[src/rtl/pcol_pkg.sv]
// Package: shared helpers for the two-class column arbiter.
// Assumes: indices are non-negative and below the column size.
package pcol_pkg;

    // Advance a round-robin index by one, wrapping at n.
    function automatic int wrap_next(input int idx, input int n);
        return (idx >= n - 1) ? 0 : idx + 1;
    endfunction

endpackage

[src/rtl/pcol_rr_pick.sv]
// Module: combinational round-robin picker.
// Scans req upward starting at ptr, wrapping at N. Returns the first set
// index and a found flag.
// Assumes: ptr < N (the caller keeps it in range).
module pcol_rr_pick #(
    parameter int N = 4,
    localparam int W = (N > 1) ? $clog2(N) : 1
) (
    input  logic [N-1:0] req,
    input  logic [W-1:0] ptr,
    output logic         found,
    output logic [W-1:0] idx
);

    // Find the first requester at or after the pointer.
    always_comb begin
        int cand;
        found = 1'b0;
        idx   = '0;
        cand  = 0;
        for (int off = 0; off < N; off++) begin
            cand = int'(ptr) + off;
            if (cand >= N) cand = cand - N;
            if (!found && req[cand]) begin
                found = 1'b1;
                idx   = W'(cand);
            end
        end
    end

endmodule

[src/rtl/pcol_voq_select.sv]
// Module: input-side queue selector for one input port.
// For each destination, the high-priority queue is taken whenever it has
// data. The low-priority queue is taken only if its high sibling is empty.
// Assumes: the non-empty flags are current for this cycle.
module pcol_voq_select #(
    parameter int N_DEST = 4
) (
    input  logic [N_DEST-1:0] hi_ne,
    input  logic [N_DEST-1:0] lo_ne,
    output logic [N_DEST-1:0] take_hi,
    output logic [N_DEST-1:0] take_lo
);

    for (genvar d = 0; d < N_DEST; d++) begin : g_dest
        // Strict preference of the high queue for destination d.
        always_comb begin
            take_hi[d] = hi_ne[d];
            take_lo[d] = lo_ne[d] & ~hi_ne[d];
        end
    end

endmodule

[src/rtl/prio_column_arbiter.sv]
// Module: two-class output arbiter for one crossbar column, plus an
// input-side queue selector.
// High-priority heads always win. Each class has its own round-robin
// pointer, and that pointer moves only when its class wins. The grant is
// registered, so a head becomes visible one cycle after it appears.
// Assumes: xb_head_hi is meaningful only where xb_nonempty is set.
module prio_column_arbiter
    import pcol_pkg::*;
#(
    parameter int N_IN   = 4,
    parameter int N_DEST = 4,
    localparam int W = (N_IN > 1) ? $clog2(N_IN) : 1
) (
    input  logic              clk,
    input  logic              rst_n,
    input  logic [N_IN-1:0]   xb_nonempty,
    input  logic [N_IN-1:0]   xb_head_hi,
    output logic [N_IN-1:0]   grant_oh,
    output logic              grant_vld,
    output logic              grant_is_hi,
    input  logic [N_DEST-1:0] voq_hi_ne,
    input  logic [N_DEST-1:0] voq_lo_ne,
    output logic [N_DEST-1:0] voq_take_hi,
    output logic [N_DEST-1:0] voq_take_lo
);

    logic [N_IN-1:0] hi_req, lo_req;
    logic [W-1:0]    hi_ptr, lo_ptr;
    logic            hi_found, lo_found;
    logic [W-1:0]    hi_idx, lo_idx, win_idx;
    logic            any_req;

    // Split the requesters by the class of their head packet.
    always_comb begin
        hi_req = xb_nonempty & xb_head_hi;
        lo_req = xb_nonempty & ~xb_head_hi;
    end

    pcol_rr_pick #(.N(N_IN)) u_pick_hi (
        .req   (hi_req),
        .ptr   (hi_ptr),
        .found (hi_found),
        .idx   (hi_idx)
    );

    pcol_rr_pick #(.N(N_IN)) u_pick_lo (
        .req   (lo_req),
        .ptr   (lo_ptr),
        .found (lo_found),
        .idx   (lo_idx)
    );

    // Use the high-class winner if there is one, otherwise the low-class winner.
    always_comb begin
        any_req = hi_found | lo_found;
        win_idx = hi_found ? hi_idx : lo_idx;
    end

    // Register the grant and advance the pointer of the class that won.
    always_ff @(posedge clk) begin
        if (!rst_n) begin
            grant_oh    <= '0;
            grant_vld   <= 1'b0;
            grant_is_hi <= 1'b0;
            hi_ptr      <= '0;
            lo_ptr      <= '0;
        end else begin
            grant_oh    <= any_req ? (N_IN'(1) << win_idx) : '0;
            grant_vld   <= any_req;
            grant_is_hi <= hi_found;
            if (hi_found)
                hi_ptr <= W'(wrap_next(int'(hi_idx), N_IN));
            else if (lo_found)
                lo_ptr <= W'(wrap_next(int'(lo_idx), N_IN));
        end
    end

    pcol_voq_select #(.N_DEST(N_DEST)) u_voq_sel (
        .hi_ne   (voq_hi_ne),
        .lo_ne   (voq_lo_ne),
        .take_hi (voq_take_hi),
        .take_lo (voq_take_lo)
    );

endmodule

[config.mk]
export PLATFORM = sky130hd
export DESIGN_NAME = prio_column_arbiter
export DESIGN_NICKNAME = d
export VERILOG_FILES = /design/src/rtl/pcol_pkg.sv /design/src/rtl/pcol_rr_pick.sv /design/src/rtl/pcol_voq_select.sv /design/src/rtl/prio_column_arbiter.sv
export SDC_FILE = /design/constraint.sdc
export NUM_CORES = 1
export LEC_CHECK = 0
export BUFFER_PORTS_ARGS = -buffer_cell sky130_fd_sc_hd__buf_2
export CAP_MARGIN = 15
export CORE_MARGIN = 10
export CORE_UTILIZATION = 30
export CTS_BUF_LIST = sky130_fd_sc_hd__clkbuf_4
export DETAILED_ROUTE_END_ITERATION = 8
export GPL_ROUTABILITY_DRIVEN = 0
export PLACE_DENSITY = 0.66
export SLEW_MARGIN = 20
export SYNTH_ARGS = -nofsm -noshare
export SYNTH_HDL_FRONTEND = slang
export SYNTH_SLANG_ARGS = --single-unit
export TNS_END_PERCENT = 5
[constraint.sdc]
create_clock -name clk -period 2.6 [get_ports clk]
set_clock_uncertainty 0.05 [all_clocks]
set_input_delay 0.65 -clock clk [delete_from_list [all_inputs] [get_ports clk]]
set_output_delay 0.65 -clock clk [all_outputs]
set_load 0.01 [all_outputs]
==> results.md <==
- Top-area cell type share of the netlist area: 28.7%
- Crit path capture type: register
- Status: finished clean
- Final hold vios: 0
- Synth Warn #: 0
- Routed length per instance: 12.1 µm
- Final cycle utilization of the critical path: 70.6%
- CTS Root Cell: clkbuf_4
- CP Max Fanout: 5
- Mapped Cells: 80
- Crit Path Category: primary input to register
- Max Slew Vio Count: 0
- Final core utilization: 39.5%
- Async set-reset flop share out of synthesis: 0%
- Die height: around 68 µm
- Top_reg_cell synth: dfxtp_1
- Layout Nets: 131
- Clock Tree Buf Depth: 2
- Global-route wire length before repair: 2880 µm
- VDD IR max: 543 µV
- # rows: 17
- Layout area overhead: 25.1%
- Fmax: 545 MHz
- Total wire length: 1670 µm
- Data required time of the worst path: 2.70 ns
- Synth Net Count: 100
- Clk sink count: 10
- Static Leak: ~0.39 nW
- Via count: 698
- Syn avg cell area: 8.73 µm²
- Critical path startpoint: xb_head_hi[0]
- Seq/Total Area, Yosys: roughly 29%
- Min Tclk post-route: 1.84 ns
- Final TNS setup: 0 ns
- Drt pass-1 iters: 4
- Core ar.: approximately 2200 µm²
- Max incr delay on CP: 0.27 ns
- Largest area contributor in the netlist: dfxtp_1
- Worst path top cell family by delay: compound AO/OA/AOI/OAI gates
- Worst Hold Path Cells: 2
- I/O Buffers: 31
- Tot Pwr: roughly 460 µW
- CP arrival: 1.94 ns
- Worst skew pair latency: ~0.26 ns
- CP startpoint kind: primary input
- Pwr Density: 522 nW/µm²
- Ant diodes: 0
- Critical Path Stages: 8
- Buffers & Inverters on Critical Path: 1
- Die area: 4660 µm²
- Layout cells sized above 1: 39.1%
- Slew margin rel.: 72.8%
- Global Route Usage Sum: about 7.8%
- Reg clk slew, reported paths: roughly 0.060 ns
- Final HPWL DP: 1440 µm
- RSZ-0062 raised after global routing: false
- Fillers: 245
- DRT iter0 DRCs: 8
- Residual DRC count: 0
- Worst min path class: register to register
- FF+latch count, synth: 10
- DIE WIDTH: 68.2 µm
- CP max-delay cell: a32o_1
- Main area contributors after synthesis: dfxtp_1 29%, nor2b_1 7.2%, a32o_1 5.7%
- # IOs: 32
- Initial antenna violation count: 0
- Cts hold-fix bufs: 0
- Least-Margin Pin Slew: 0.405 ns
- GRT overflow: 0
- Vias in the first global route: between 600 and 700
- H-tree levels: 1
- Routed Antenna Nets: 0
- # setup viols final: 0
- Initial Utilization: 31.6%
- Min-Delay Startpoint: hi_ptr[0]
- Number of flops mapped to enable cells by yosys: 0
- MaxCap Viol Count: 0
- Post-cts resize count: 0
- Inserted Clock Buffers: 3
- Synth unique cells: 31
- FF-to-FF Start: hi_ptr[0]
- Post-CTS setup repair buffer count: 0
- Post-synthesis instance area: around 700 µm²
- Largest net degree at the start of global routing: 9
- Number of vias per cell: approximately 5.1
- Worst R2R Path Depth: 7
- Crit-path cells: buf_2 > nand2b_1 > o221ai_1 > a32o_1 > a41oi_1 > ha_1 > mux2i_1 > nor2_1
- TritonCTS clock tree: yes
synthesized netlist by cell type, types with 2 or more instances:
cell type / instances
buf_4: 4
a32o_1: 4
nor3_1: 2
inv_1: 5
nand3b_1: 2
o21ai_0: 2
ha_1: 2
and2_1: 3
a21oi_1: 4
nand2b_1: 4
nand2_2: 4
o221ai_1: 3
nor2b_1: 8
dfxtp_1: 10
nand2_1: 2
nor2_1: 6
metal layers:
layer / track usage [%] / part of all wire, %
met5: 0 / 0
met4: 0.754 / 0.24
met3: 3.75 / 8.7
met2: 15.5 / 56
met1: 7.27 / 36
report_power, final:
group	internal [mW]	total, mW	switching (mW)	leakage, nW
clock network	0.0553	0.105	0.0495	0.0154
registers	0.174	0.188	0.0143	0.0826
logic	0.0761	0.163	0.0872	0.296
worst register-to-register path: stages, from the launching register on:
cell and delay [ns]:
dfxtp_1 0.43, nand3b_1 0.16, o211ai_1 0.11, a32o_1 0.28
nor2_1 0.11, ha_1 0.23, a21oi_1 0.12, nor2_1 0.05
layout by cell type (no fill, tap or decap), drive strengths merged, types with 2 or more instances in the layout:
| master | netlist | layout |
|---|---|---|
| buf | 5 | 31 |
| dfxtp | 10 | 10 |
| nor2b | 8 | 8 |
| nor2 | 6 | 6 |
| nand2 | 6 | 6 |
| inv | 5 | 5 |
| a21oi | 5 | 5 |
| a32o | 4 | 4 |
| nand2b | 4 | 4 |
| o221ai | 3 | 3 |
| and2 | 3 | 3 |
| clkbuf | 0 | 3 |
| nand3b | 2 | 2 |
| o21ai | 2 | 2 |
| nor3 | 2 | 2 |
| ha | 2 | 2 |
| nor3b | 2 | 2 |
state kept, by name, indices dropped and copies added (netlist names):
| register | flops |
|---|---|
| hi_ptr | 2 |
| grant_oh | 4 |
| grant_is_hi | 1 |
| grant_vld | 1 |
| lo_ptr | 2 |
path summary, 6_finish.rpt:
check	slack [ns]	to
min reg2reg	0.49	hi_ptr[0]
min	0.49	hi_ptr[0]
max	0.76	lo_ptr[1]
max reg2reg	0.96	hi_ptr[1]
layout make-up:
type                       count  area (µm²)  share of cell area, %
clock buffer                   3        22.5                   2.58
tap                           28        35.0                   4.01
sequential                    10         200                   22.9
inverter                       5        18.8                   2.15
clock inverter                 1        3.75                  0.430
multi-input combinational     60         438                   50.1
timing repair buffer          31         155                   17.8
cell families after synthesis:
kind of cell,after synthesis,synth area share [%]
adder cells (fa/ha/maj),2,3.58
buffers and inverters,10,8.60
AO/OA/AOI/OAI,20,23.8
AND/OR/NAND/NOR,37,33.9
multiplexers,1,1.43
flip-flops,10,28.7
stage by stage:
step                std cells  hold slack (ns)  area (µm²)  setup WS, ns
floorplan                  80            0.432         698         0.721
global placement          134            0.474         847         0.494
detailed placement        134            0.483         847         0.482
CTS                       138            0.491         873         0.768
global route              138            0.552         873         0.663
finish                    138            0.493         873         0.764
(Power assumes the default switching activity.)
